<file path="config.mk">
export PLATFORM = sky130hd
export DESIGN_NAME = lin_err_monitor
export DESIGN_NICKNAME = d
export VERILOG_FILES = /design/src/rtl/lin_err_pkg.sv /design/src/rtl/lin_tick_gen.sv /design/src/rtl/lin_tick_timer.sv /design/src/rtl/lin_err_monitor.sv
export SDC_FILE = /design/constraint.sdc
export NUM_CORES = 1
export LEC_CHECK = 0
export BUFFER_PORTS_ARGS = -buffer_cell sky130_fd_sc_hd__buf_2
export CAP_MARGIN = 20
export CORE_UTILIZATION = 63
export CTS_CLUSTER_SIZE = 14
export DETAILED_ROUTE_END_ITERATION = 10
export PLACE_DENSITY = 0.9
export REMOVE_ABC_BUFFERS = 1
export SETUP_SLACK_MARGIN = 0.4
export SLEW_MARGIN = 20
export SYNTH_ARGS = -nofsm -noshare
export SYNTH_HDL_FRONTEND = slang
export SYNTH_SLANG_ARGS = --single-unit
export TNS_END_PERCENT = 100
</file>
<file path="constraint.sdc">
create_clock -name clk -period 3.55 [get_ports clk]
set_input_delay 0.355 -clock clk [delete_from_list [all_inputs] [get_ports clk]]
set_output_delay 0.355 -clock clk [all_outputs]
set_load 0.05 [all_outputs]
</file>
<file path="src/rtl/lin_err_pkg.sv">
package lin_err_pkg;
   localparam int NFLAG    = 5;
   localparam int F_BIT    = 0;
   localparam int F_CHK    = 1;
   localparam int F_TOUT   = 2;
   localparam int F_PARITY = 3;
   localparam int F_SYNC   = 4;

   typedef logic [NFLAG-1:0] flag_vec_t;
endpackage

</file>
<file path="src/rtl/lin_tick_gen.sv">
module lin_tick_gen #(
   parameter int PRESCALE = 1000
) (
   input  logic clk,
   input  logic rst_n,
   output logic tick
);
   if (PRESCALE < 1) begin : g_bad_pre
      $error("lin_tick_gen: PRESCALE must be at least 1");
   end

   if (PRESCALE == 1) begin : g_pass
      always_ff @(posedge clk or negedge rst_n) begin
         if (!rst_n) tick <= 1'b0;
         else        tick <= 1'b1;
      end
   end else begin : g_div
      localparam int PW = $clog2(PRESCALE);
      logic [PW-1:0] div_q;
      always_ff @(posedge clk or negedge rst_n) begin
         if (!rst_n) begin
            div_q <= '0;
            tick  <= 1'b0;
         end else if (div_q == PW'(PRESCALE - 1)) begin
            div_q <= '0;
            tick  <= 1'b1;
         end else begin
            div_q <= div_q + 1'b1;
            tick  <= 1'b0;
         end
      end
   end
endmodule

</file>
<file path="src/rtl/lin_tick_timer.sv">
module lin_tick_timer #(
   parameter int LIMIT = 16
) (
   input  logic clk,
   input  logic rst_n,
   input  logic tick,
   input  logic arm,
   input  logic halt,
   output logic expire
);
   if (LIMIT < 2) begin : g_bad_lim
      $error("lin_tick_timer: LIMIT must be at least 2");
   end

   localparam int CW = $clog2(LIMIT);

   logic          run_q;
   logic [CW-1:0] cnt_q;

   always_ff @(posedge clk or negedge rst_n) begin
      if (!rst_n) begin
         run_q  <= 1'b0;
         cnt_q  <= '0;
         expire <= 1'b0;
      end else begin
         expire <= 1'b0;
         if (arm) begin
            run_q <= 1'b1;
            cnt_q <= '0;
         end else if (halt) begin
            run_q <= 1'b0;
         end else if (run_q && tick) begin
            if (cnt_q == CW'(LIMIT - 1)) begin
               run_q  <= 1'b0;
               expire <= 1'b1;
            end else begin
               cnt_q <= cnt_q + 1'b1;
            end
         end
      end
   end
endmodule

</file>
<file path="src/rtl/lin_err_monitor.sv">
module lin_err_monitor
   import lin_err_pkg::*;
#(
   parameter int PRESCALE    = 1000,
   parameter int FRAME_TICKS = 700,
   parameter int RESP_TICKS  = 300,
   parameter int WAKE_TICKS  = 7500
) (
   input  logic       clk,
   input  logic       rst_n,
   input  logic       slave_mode,
   input  logic       tx_bit,
   input  logic       rx_bit,
   input  logic       bit_chk,
   input  logic       brk_det,
   input  logic       sync_done,
   input  logic       sync_tol_bad,
   input  logic       id_rcvd,
   input  logic       parity_bad,
   input  logic       byte_rcvd,
   input  logic       frame_end,
   input  logic       chk_bad,
   input  logic       resp_wait,
   input  logic       ack_req,
   input  logic       app_ack,
   input  logic       app_stop,
   input  logic       wake_sent,
   input  logic       clr_err,
   output logic [7:0] err_status,
   output logic       err_irq,
   output logic       abort_frame
);
   localparam int PAD = 8 - NFLAG;

   if (FRAME_TICKS <= RESP_TICKS) begin : g_bad_cfg
      $error("lin_err_monitor: FRAME_TICKS must exceed RESP_TICKS");
   end

   logic tick;
   logic frame_exp, resp_exp, wake_exp;
   logic resp_wait_q;
   logic ack_pend_q;
   logic ack_miss;
   flag_vec_t set_vec, flags_q;

   lin_tick_gen #(.PRESCALE(PRESCALE)) u_tick (
      .clk(clk), .rst_n(rst_n), .tick(tick)
   );

   lin_tick_timer #(.LIMIT(FRAME_TICKS)) u_frame_tmr (
      .clk(clk), .rst_n(rst_n), .tick(tick),
      .arm(brk_det), .halt(frame_end), .expire(frame_exp)
   );

   lin_tick_timer #(.LIMIT(RESP_TICKS)) u_resp_tmr (
      .clk(clk), .rst_n(rst_n), .tick(tick),
      .arm(resp_wait && (!resp_wait_q || byte_rcvd)),
      .halt(!resp_wait), .expire(resp_exp)
   );

   lin_tick_timer #(.LIMIT(WAKE_TICKS)) u_wake_tmr (
      .clk(clk), .rst_n(rst_n), .tick(tick),
      .arm(wake_sent && slave_mode), .halt(sync_done || brk_det),
      .expire(wake_exp)
   );

   // acknowledge deadline: pending from request until ack/stop or first byte
   assign ack_miss = ack_pend_q && byte_rcvd && !(app_ack || app_stop);

   always_ff @(posedge clk or negedge rst_n) begin
      if (!rst_n) begin
         resp_wait_q <= 1'b0;
         ack_pend_q  <= 1'b0;
      end else begin
         resp_wait_q <= resp_wait;
         if (ack_req && slave_mode)
            ack_pend_q <= 1'b1;
         else if (app_ack || app_stop || byte_rcvd || brk_det)
            ack_pend_q <= 1'b0;
      end
   end

   always_comb begin
      set_vec           = '0;
      set_vec[F_BIT]    = bit_chk && (tx_bit != rx_bit);
      set_vec[F_CHK]    = frame_end && chk_bad;
      set_vec[F_TOUT]   = frame_exp || resp_exp || wake_exp || ack_miss;
      set_vec[F_PARITY] = slave_mode && id_rcvd && parity_bad;
      set_vec[F_SYNC]   = slave_mode && sync_done && sync_tol_bad;
   end

   always_ff @(posedge clk or negedge rst_n) begin
      if (!rst_n) begin
         flags_q     <= '0;
         abort_frame <= 1'b0;
      end else begin
         flags_q     <= (clr_err ? '0 : flags_q) | set_vec;
         abort_frame <= |set_vec;
      end
   end

   assign err_status = {{PAD{1'b0}}, flags_q};
   assign err_irq    = |flags_q;
endmodule

</file>
After elaboration in Yosys (flattened, before gate mapping). Cells that the tools add are included.

Bits in registers: 57. Latch bits: 0. RAM bits: 0. Bits in read-only memories: 0. Input port bits: 20. Output and inout bits: 10. Logic and storage cells: 114. Memories: 0.

Add/sub/neg operators: 4. Multipliers: 0. Div/mod/pow operators: 0. Magnitude comparators: 0. Equality and inequality tests: 12. Shift-type cells: 0. Muxes and demuxes: 41. Bitwise operators: 1. Reduce and logical (&&, ||, !) cells: 41.

Operator list (number): two-way mux 13 bit (4); two-way mux 10 bit (5); two-way mux 9 bit (4); two-way mux 1 bit (27); adder 10 x 1 -> 10 bit (second input constant) (2); == test 10 bit (second input constant) (2); logical AND 1 bit (14); adder 13 x 1 -> 13 bit (second input constant) (1); == test 13 bit (second input constant) (1); nonzero test 3 bit (4); nonzero test 2 bit (5); OR reduction 5 bit (2); adder 9 x 1 -> 9 bit (second input constant) (1); == test 9 bit (second input constant) (1); AND reduction 3 bit (3); logical OR 1 bit (8); inequality test 2 x 1 -> 1 bit (second input constant) (3); inequality test 3 x 1 -> 1 bit (second input constant) (2); AND reduction 2 bit (3); two-way mux 5 bit (1); bitwise OR 5 bit (1); inequality test 2 bit (second input constant) (2); logical NOT 1 bit (2); inequality test 1 bit (1).

Depth between registers and ports, before layout. Gate-level depths: netlist (run 1).

Depth after elaboration: 5. Mapped depth: 6. Mapped depth without buffers: 5.

Cells and area by module. Synthesis (run 1) repeated with hierarchy kept, for this count alone.

Cells, all modules: 288. Area total of the unflattened synthesis: 2941.6 sq um.

Modules (own cells, without submodules): lin_tick_timer (u_wake_tmr) (times used 1, cells each 84, area an instance 834.6 sq um, sequential area each 375.4 sq um); lin_tick_timer (u_frame_tmr) (times used 1, cells each 66, area an instance 663.1 sq um, sequential area each 300.3 sq um); lin_tick_timer (u_resp_tmr) (times used 1, cells each 54, area an instance 556.8 sq um, sequential area each 275.3 sq um); lin_tick_gen (times used 1, cells each 44, area an instance 508.0 sq um, sequential area each 275.3 sq um); lin_err_monitor (times used 1, cells each 40, area an instance 379.1 sq um, sequential area each 200.2 sq um).

Worst setup path before layout (run 1). OpenSTA, ideal clock, no wires.

Kind: reg-to-reg. From: register u_wake_tmr.cnt_q[2]. To: register u_wake_tmr.run_q. Setup time: 120 ps. Data arrival time: 1648 ps. Data required time: 3430 ps. Setup slack: 1783 ps. Stages on the path, launching flop included: 6. Cells stage by stage: dfrtp_1 -> or4b_4 -> nor4_2 -> buf_4 -> nand2_1 -> a31o_1.

Cells in the longest elaborated chain, start to end: 3.

RTL lines: start: declaration (line lin_tick_timer.sv:18) `logic [CW-1:0] cnt_q;`; start signal: assignment (line lin_tick_timer.sv:37) `cnt_q <= cnt_q + 1'b1;`; == test 13 bit (line lin_tick_timer.sv:33) `if (cnt_q == CW'(LIMIT - 1)) begin`; nonzero test 3 bit (no source line); AND reduction 2 bit (no source line); end signal: assignment (line lin_tick_timer.sv:28) `run_q <= 1'b1;`; end signal: assignment (line lin_tick_timer.sv:31) `run_q <= 1'b0;`; end signal: assignment (line lin_tick_timer.sv:34) `run_q <= 1'b0;`; end: declaration (line lin_tick_timer.sv:17) `logic run_q;`.

No other way between the ends. A chain may end at the register's enable or synchronous reset.

Worst setup path after layout (run 1).
From: register u_wake_tmr.cnt_q[2]. To: register u_wake_tmr.cnt_q[0].

Cells in the longest elaborated chain, start to end: 3.

RTL lines (line): == test 13 bit (lin_tick_timer.sv:33); inequality test 2 x 1 -> 1 bit (no source line); AND reduction 3 bit (no source line).

No other way between the ends.

==> summary.md, run 1 <==
For the post-synthesis sequential area ratio, the log shows 49.9%. The endpoint of the worst hold path is resp_wait_q$_DFF_PN0_. For the count of clock tree sinks, the log shows 57.

The cell type of the slowest stage on the worst timing path is sky130_fd_sc_hd__nor4_2. The maximum number of pins on one net before global-route repair was 37. sky130_fd_sc_hd__dfrtp_1 takes more of the synthesized area than any other cell. At the pin with the least slew margin, the transition time is 0.837 ns. The overall fraction of global-route tracks in use was 24.9%. Walking the worst path, the cells encountered are or4b_4 > nor4_2 > o21ai_0 > a21oi_1. The total area of multi-input combinational cells is 1330 um^2, and the core footprint is 4350 um^2.

The routed layout has 2288 vias. The area share of the largest cell type after synthesis came out at 49.9%. The delay contributed by the slowest stage of the critical path is 0.71 ns, and the cell area power density is 401 nW/um^2. The I/O pin count is 30, and the final max-slew violation count is 0. The largest fanout on the critical path is 12. The worst path arrival time was 2.47 ns. The root buffer selected by CTS was sky130_fd_sc_hd__clkbuf_8.

The final layout contains 347 nets. The initial utilization of the core area, before any placement, comes to 65.6%. The kind of end point of the critical path is a flop.

The number of cells on the worst reg-to-reg path is 4. The cell family with the largest share of critical-path delay is simple AND/OR/NAND/NOR gates. Row generation in the floorplan step produced 24 rows. Sequential cells account for 52.2% of the total power.

Clock-pin slew was measured on the worst setup and hold paths at 0.06 ns. The predominant post-synthesis flop cell is sky130_fd_sc_hd__dfrtp_1. After detailed routing, the number of remaining DRC violations is 0. In this run the vertical extent of the chip is 69.3 um. The number of global-route vias before repair came out at 2152. The aggregate negative setup slack is 0 ns, and the largest voltage drop on the vdd net is 0.201 mV. Each instance of the synthesized netlist takes up on average 9.75 um^2. The number of flops mapped to enable cells by yosys was 0. Synthesis produced 293 cells. The number of buffer and inverter stages on the critical path was 0. The share of final-layout standard cells stronger than drive strength 1 is 16.3%. In the routed layout, each cell is associated on average with a via count of 6.05. The congestion estimate from routability-driven global placement came to 0.888.

The area growth from synthesis to layout is 11.3%. The mapped netlist covers 2860 um^2. Detailed placement finished with a half-perimeter wire length of 3840 um.

STA classifies the critical path startpoint as a flop. The total overflow reported by the global router is 0. The tools report the number of antenna violations at the first check in global routing as 0.

The number of distinct standard cells referenced by the synthesized netlist is 53. The setup check on the worst reg-to-reg path leaves a slack of 1.33 ns. The run gives 0 as the final hold violation count. In this run the number of H-tree levels came out at 3.

The number of violations reported at the end of detailed-routing iteration 0 is 167. The capture point of the worst reg-to-reg path was u_wake_tmr.cnt_q[0]$_DFFE_PN0P_. Of the total power, the share spent switching nets is 24.0%.

In this run, synthesis produced a sequential element count of 57. In this run, CTS created clock tree buffers numbering 9. After synthesis, the share of flip-flops with an asynchronous set or reset is 100%. The number of gates resized after CTS came out at 0. For the cell-internal power, the log shows 0.970 mW. The count of buffers added on input and output ports is 26. The routed length per instance is 14.4 um. The run finished with clean final reports. TritonCTS built the clock tree. The startpoint of the worst hold path was resp_wait. Once detail routing completed, the nets flagged for antenna violations numbered 0. The setup path with the least slack is of type reg -> reg. Measured along the x axis, the die boundary spans 69.3 um. For the register area, the log shows 1430 um^2. The first global-routing pass estimated 9370 um of wire. In the post-synthesis netlist, the biggest area contributors are sky130_fd_sc_hd__dfrtp_1, sky130_fd_sc_hd__xnor2_1, sky130_fd_sc_hd__nand2_1. The post-route clock period utilization works out to 62.4%.

The number of diodes added for antenna fixing is 0, and the total setup violations reported at the end of the flow is 0. The number of synthesis warnings was 0; the top achievable clock speed was 451 MHz. The startpoint identified for the worst register-to-register timing path is u_wake_tmr.cnt_q[2]$_DFFE_PN0P_. The total die area came out at 4810 um^2. The tools report the maximum clock path buffer count as 2. Summed over all nets, the switching power comes to 0.306 mW.

The routed design has 5460 um of wire. At the worst endpoint, the required time is 3.81 ns. The later pin in the worst-skew pair is clocked with a latency of 0.33 ns.

The worst hold path depth was 1; the worst slew margin relative to its limit was 43.8%. The run gives 73.0% as the final core area utilization. The tools report the reported max-cap violation count as 0. The number of filler cells placed in the layout was 296; the first-pass iteration count of the detailed router was 4.

The path class of the tightest hold or removal check is in -> reg. The relative contribution of combinational cells to total power is 7.5%, and the relative contribution of the clock network to total power is 40.3%. For the finished layout, the period the worst path requires is 2.22 ns.

The final setup skew was 0.00456 ns. Setup repair after global routing left no endpoint under its margin. The leakage component of the power is 1.34 nW.
stage by stage:
stage / instances / hold WS [ns] / power (mW) / area (um^2) / setup slack (ns)
after floorplan: 283 / 0.0594 / 0.730 / 2800 / 1.62
after global routing: 378 / 0.207 / 1.33 / 3180 / 1.14
after detailed placement: 363 / 0.330 / 0.774 / 3010 / 1.32
final: 378 / 0.223 / 1.28 / 3180 / 1.33
after CTS: 378 / 0.206 / 1.29 / 3180 / 1.33
after global placement: 363 / 0.330 / 0.772 / 3010 / 1.46
registers in the layout, summed over array words and instances, names as in the netlist, 5 cells and up:
register            count
flags_q                 5
u_tick.g_div.div_q     10
u_wake_tmr.cnt_q       13
u_frame_tmr.cnt_q      10
u_resp_tmr.cnt_q        9
cells in the mapped netlist, drive strengths merged (2+ instances only):
master / n
dfrtp: 57
nand2: 27
nor2: 26
nand3: 18
a21oi: 17
nor3: 12
o21ai: 12
xnor2: 12
inv: 10
xor2: 9
nand4: 8
or3: 8
buf: 7
a31o: 6
nor4: 6
or4: 6
clkbuf: 5
o31ai: 5
ha: 4
and3: 3
nor2b: 3
or2: 3
a22o: 2
and2: 2
and4: 2
nand2b: 2
nand4b: 2
nor3b: 2
nor4bb: 2
cell type report:
class                           instances  area share (%)
Inverter                               10            1.18
Multi-Input combinational cell        216            41.9
Clock buffer                           14            5.12
Sequential cell                        57            44.9
Tap cell                               52            2.05
Timing Repair Buffer                   29            4.88
worst max-delay path by stage:
stage / from / endpoint / depth (start not counted)
3_5_place_dp: u_wake_tmr.cnt_q[2]$_DFFE_PN0P_ / u_wake_tmr.cnt_q[0]$_DFFE_PN0P_ / 4
3_3_place_gp: u_wake_tmr.cnt_q[2]$_DFFE_PN0P_ / u_wake_tmr.run_q$_DFFE_PN0P_ / 4
2_1_floorplan: u_wake_tmr.cnt_q[2]$_DFFE_PN0P_ / u_wake_tmr.run_q$_DFFE_PN0P_ / 4
5_1_grt: u_wake_tmr.cnt_q[2]$_DFFE_PN0P_ / u_wake_tmr.cnt_q[0]$_DFFE_PN0P_ / 4
4_1_cts: u_wake_tmr.cnt_q[2]$_DFFE_PN0P_ / u_wake_tmr.cnt_q[0]$_DFFE_PN0P_ / 4
6_report: u_wake_tmr.cnt_q[2]$_DFFE_PN0P_ / u_wake_tmr.cnt_q[0]$_DFFE_PN0P_ / 4
cell usage in the layout (no fill, tap or decap), types with 9 or more instances in the layout:
master / netlist / layout
sky130_fd_sc_hd__xnor2_1: 12 / 12
sky130_fd_sc_hd__nand2_1: 27 / 27
sky130_fd_sc_hd__nand3_1: 18 / 18
sky130_fd_sc_hd__o21ai_0: 12 / 12
sky130_fd_sc_hd__nor2_1: 26 / 26
sky130_fd_sc_hd__inv_1: 10 / 10
sky130_fd_sc_hd__nor3_1: 12 / 12
sky130_fd_sc_hd__dfrtp_1: 57 / 57
sky130_fd_sc_hd__a21oi_1: 16 / 16
sky130_fd_sc_hd__xor2_1: 9 / 9
sky130_fd_sc_hd__buf_2: 2 / 26
sky130_fd_sc_hd__clkbuf_8: 0 / 11
cells by family (layout without fill, tap and decap cells):
logic type      count (synthesis)  after routing  share of synthesized area (%)
flops                          57             57                           49.9
xor+xnor                       21             21                           6.44
compound gates                 49             49                           11.0
fa+ha+maj                       4              4                           1.75
other cells                     1              3                          0.131
buf+inv                        22             53                           3.68
simple gates                  138            138                           26.7
mux                             1              1                          0.350
power by group through the flow:
stage                     Sequential, mW  Combinational [mW]  Clock, mW
after floorplan                    0.698              0.0319          0
after global placement             0.677              0.0951          0
after detailed placement           0.677              0.0966          0
after CTS                          0.666              0.0976      0.529
after global routing               0.666               0.105      0.555
final                              0.666              0.0961      0.514
per-layer routing:
layer | track usage (%) | routed length [um] | up-vias
li1 | - | - | 1114
met1 | 31.7 | 2410 | 1075
met2 | 39.3 | 2590 | 86
met3 | 8.28 | 367 | 13
met4 | 9.98 | 90 | 0
met5 | 0 | 0 | -
what timing repair did:
item	4_1_cts	5_1_grt
hold endpoints to repair	21	0
buffers inserted	0	0
hold buffers	1	0
(Power assumes the default switching activity.)
==> inputs of run 2 (changes only) <==
--- a/config.mk
+++ b/config.mk
@@ -7,10 +7,10 @@
 export LEC_CHECK = 0
 export BUFFER_PORTS_ARGS = -buffer_cell sky130_fd_sc_hd__buf_2
 export CAP_MARGIN = 20
-export CORE_UTILIZATION = 63
+export CORE_UTILIZATION = 53
 export CTS_CLUSTER_SIZE = 14
 export DETAILED_ROUTE_END_ITERATION = 10
-export PLACE_DENSITY = 0.9
+export PLACE_DENSITY = 0.81
 export REMOVE_ABC_BUFFERS = 1
 export SETUP_SLACK_MARGIN = 0.4
 export SLEW_MARGIN = 20
==> constraint.sdc (replaced) <==
create_clock -name clk -period 2 [get_ports clk]
set_input_delay 0.2 -clock clk [delete_from_list [all_inputs] [get_ports clk]]
set_output_delay 0.2 -clock clk [all_outputs]
set_load 0.05 [all_outputs]
==> summary.md, run 2 (synthesis results as in run 1) <==
The run finished with clean final reports. Cells along the critical path: or4b_4 > nor4_4 > buf_4 > nand2_1 > a31o_1 (was or4b_4 > nor4_2 > o21ai_0 > a21oi_1). The most common library cell in the layout ignoring fill and taps was sky130_fd_sc_hd__dfrtp_1 (unchanged). The run gives 0 (unchanged) as the number of remaining DRC errors.

The cell type of the slowest stage on the worst timing path was sky130_fd_sc_hd__or4b_4 (was sky130_fd_sc_hd__nor4_2). Final estimated routing congestion in global placement: 0.815 (was 0.888). The post-route non-filler standard cell count was 420 (was 378). For the maximum clock path buffer count, the log shows 2 (unchanged). The category of the most critical setup path is reg -> reg (unchanged). The count of clock tree sinks is 57 (unchanged), and the wire length of the first global-routing pass is 9510 um (was 9370 um). The number of filler cells placed in the layout was 370 (was 296); the largest voltage drop on the vdd net was 0.511 mV (was 0.201 mV). For the aggregate negative setup slack, the log shows 0 ns (unchanged). The tools report the endpoint of the worst hold path as resp_wait_q$_DFF_PN0_ (unchanged). The logs give 5140 um^2 (was 4350 um^2) for the core footprint and 0 (unchanged) for the number of antenna violations at the first check in global routing. The tools report the kind of end point of the critical path as a flop (unchanged). Number of violations reported at the end of detailed-routing iteration 0: 160 (was 167). The run gives 0 (unchanged) as the reported max-cap violation count. The register bank with the most flops is u_wake_tmr.cnt_q (unchanged). The number of buffers added by the clock tree synthesis step came out at 9 (unchanged). The reg-to-reg startpoint is u_wake_tmr.cnt_q[9]$_DFFE_PN0P_ (was u_wake_tmr.cnt_q[2]$_DFFE_PN0P_).

Sum of internal, switching and leakage power: 2.43 mW (was 1.28 mW). The floorplan die width came out at 75.4 um (was 69.3 um). The worst hold path depth was 1 (unchanged); the pin slew with the least headroom to its limit was 0.614 ns (was 0.837 ns).

The design area came out at 3550 um^2 (was 3180 um^2). The run gives 388 (was 363) as the number of placed instances, taps included. The detailed-route via count was 2411 (was 2288); the total overflow reported by the global router was 0 (unchanged).

Startpoint of the worst hold path: resp_wait (unchanged). The height of the die came out at 75.4 um (was 69.3 um). The maximum number of pins on one net before global-route repair is 32 (was 37), and the quantity of I/O buffers inserted on ports is 26 (unchanged). The CTS H-tree depth is 3 (unchanged), and the cell area after placement is 3090 um^2 (was 3010 um^2). The final setup skew was 0.0101 ns (was 0.00456 ns).

The I/O pin count is 30 (unchanged), and the share of final-layout standard cells stronger than drive strength 1 is 30.0% (was 16.3%). The flip-flop count of the largest register after layout was 13 (unchanged); the clock transition at the register clock pins on the worst setup and hold paths after CTS was 0.07 ns (was 0.06 ns). The number of diodes added for antenna fixing is 0 (unchanged), and the overall fraction of global-route tracks in use is 22.9% (was 24.9%).

Remaining antenna violation count after routing: 0 (unchanged). Registers with the most flip-flops: u_wake_tmr.cnt_q x13, u_frame_tmr.cnt_q x10, u_tick.g_div.div_q x10 (unchanged). The logs give 0.19 ns (was 1.33 ns) for the reg-to-reg setup timing slack and 2.04 ns (was 2.47 ns) for the worst path arrival time. The launching element type of the critical path was a flop (unchanged).

The run gives 1.82 mW (was 0.970 mW) as the cell-internal power. Setup repair after global routing could not meet its margin everywhere. The logs give 0 (unchanged) for the total setup violations reported at the end of the flow and 4 (unchanged) for the first-pass iteration count of the detailed router. The logs give 0 (unchanged) for the final max-slew violation count and 0.601 mW (was 0.306 mW) for the reported net switching power. Kind of path behind the tightest hold check: in -> reg (unchanged).

The wire length after detailed routing was 6240 um (was 5460 um). The root buffer selected by CTS was sky130_fd_sc_hd__clkbuf_8 (unchanged). The clock latency on the worst-skew pair was 0.35 ns (was 0.33 ns); the via density per instance was 5.74 (was 6.05). For the initial core utilization, the log shows 55.6% (was 65.6%). For the proportion of power drawn by flip-flops and latches, the log shows 48.7% (was 52.2%). The largest fanout on the critical path was 5 (was 12); the total area of multi-input combinational cells was 1460 um^2 (was 1330 um^2).

The detailed-placement wirelength estimate is 3900 um (was 3840 um). The final critical path time including I/O delays and setup is 1.81 ns (was 2.22 ns). Commonest non-fill, non-tap cells in the layout: sky130_fd_sc_hd__dfrtp_1, sky130_fd_sc_hd__nor2_1, sky130_fd_sc_hd__buf_2 (was sky130_fd_sc_hd__dfrtp_1, sky130_fd_sc_hd__nand2_1, sky130_fd_sc_hd__nor2_1, sky130_fd_sc_hd__buf_2, sky130_fd_sc_hd__nand3_1). TritonCTS built the clock tree. The run gives 2.23 ns (was 3.81 ns) as the data required time of the worst path.

The cell area power density was 684 nW/um^2 (was 401 nW/um^2); the final-layout worst hold slack was 0.0564 ns (was 0.223 ns). Relative contribution of combinational cells to total power: 7.3% (was 7.5%). The logs give 44.0% (was 40.3%) for the relative contribution of the clock network to total power and 59.0% (was 43.8%) for the worst slew margin relative to its limit.

The total die area was 5690 um^2 (was 4810 um^2); the number of cells traversed by the worst register-to-register path was 5 (was 4). Top achievable clock speed: 553 MHz (was 451 MHz). The delay contributed by the slowest stage of the critical path is 0.56 ns (was 0.71 ns). The final net count is 369 (was 347). The area growth from synthesis to layout is 24.1% (was 11.3%), and the register area is 1430 um^2 (about the same).

The post-route clock period utilization was 90.4% (was 62.4%); the number of placement rows was 26 (was 24). The tools report the capture point of the worst reg-to-reg path as u_wake_tmr.run_q$_DFFE_PN0P_ (was u_wake_tmr.cnt_q[0]$_DFFE_PN0P_). The leakage component of the power was 1.50 nW (was 1.34 nW); the routed length per instance was 14.9 um (was 14.4 um). The switching part of the total is 24.8% (was 24.0%), and the number of global-route vias before repair is 2153 (was 2152). The final hold violation count came out at 0 (unchanged).
[run 2: cell count changes in the layout (fill, tap and decap cells not counted), sizes merged]
cell      previous run  this run
buf                 28        50
bufinv               0         1
clkbuf              14        11
clkinv               0         2
clkinvlp             0         2
[run 2: layout make-up]
cell class	count	area share, %
clock buffers	11	3.99
well taps	70	2.47
inverters	10	1.06
flip-flops and latches	57	40.3
clock inverters	5	1.55
multi-input cells	216	41.3
repair buffers	51	9.39
[run 2: worst max path at each step]
stage                                          from                              end  slack (ns)
CTS                 u_wake_tmr.cnt_q[5]$_DFFE_PN0P_     u_wake_tmr.run_q$_DFFE_PN0P_        0.21
floorplan           u_wake_tmr.cnt_q[2]$_DFFE_PN0P_     u_wake_tmr.run_q$_DFFE_PN0P_        0.07
detailed placement  u_wake_tmr.cnt_q[9]$_DFFE_PN0P_     u_wake_tmr.run_q$_DFFE_PN0P_        0.12
global route        u_wake_tmr.cnt_q[9]$_DFFE_PN0P_  u_wake_tmr.cnt_q[7]$_DFFE_PN0P_        0.15
finish              u_wake_tmr.cnt_q[9]$_DFFE_PN0P_     u_wake_tmr.run_q$_DFFE_PN0P_        0.19
global placement    u_wake_tmr.cnt_q[9]$_DFFE_PN0P_     u_wake_tmr.run_q$_DFFE_PN0P_        0.18
[run 2: routing by layer]
layer,global-route usage (%),routed length (um)
met2,35.6,2990
met5,0,0
met1,28.2,2720
met3,9.52,430
met4,10.1,89
[run 2: metrics by stage]
step / util (%) / worst slack (ns)
after floorplan: - / 0.0699
final: 69.0 / 0.191
after CTS: 66.2 / 0.212
after detailed placement: 60.2 / 0.120
after global routing: 69.0 / 0.150
after global placement: 60.2 / 0.181
[run 2: critical path: cells and delay by family (launching register included)]
kind | cells | cell delay (ns)
DFF | 1 | 0.39
AOI/OAI and AO/OA | 1 | 0.17
and+or+nand+nor | 3 | 0.93
buffers and inverters | 1 | 0.21
[run 2: power by group through the flow]
stage / clock network (mW) / registers (mW) / logic, mW
2_1_floorplan: 0 / 1.24 / 0.0567
3_3_place_gp: 0 / 1.20 / 0.175
3_5_place_dp: 0 / 1.20 / 0.176
4_1_cts: 1.09 / 1.18 / 0.179
5_1_grt: 1.15 / 1.18 / 0.197
6_report: 1.07 / 1.18 / 0.178
[run 2: what timing repair did]
action | in CTS | in global routing
endpoints found under the hold margin | 26 | 0
hold buffers | 1 | 0
resized for setup | 8 | 28
buffers inserted | 8 | 6
pin swaps | 9 | 8
endpoints found under the setup margin | 10 | 17
cloned | 1 | 0
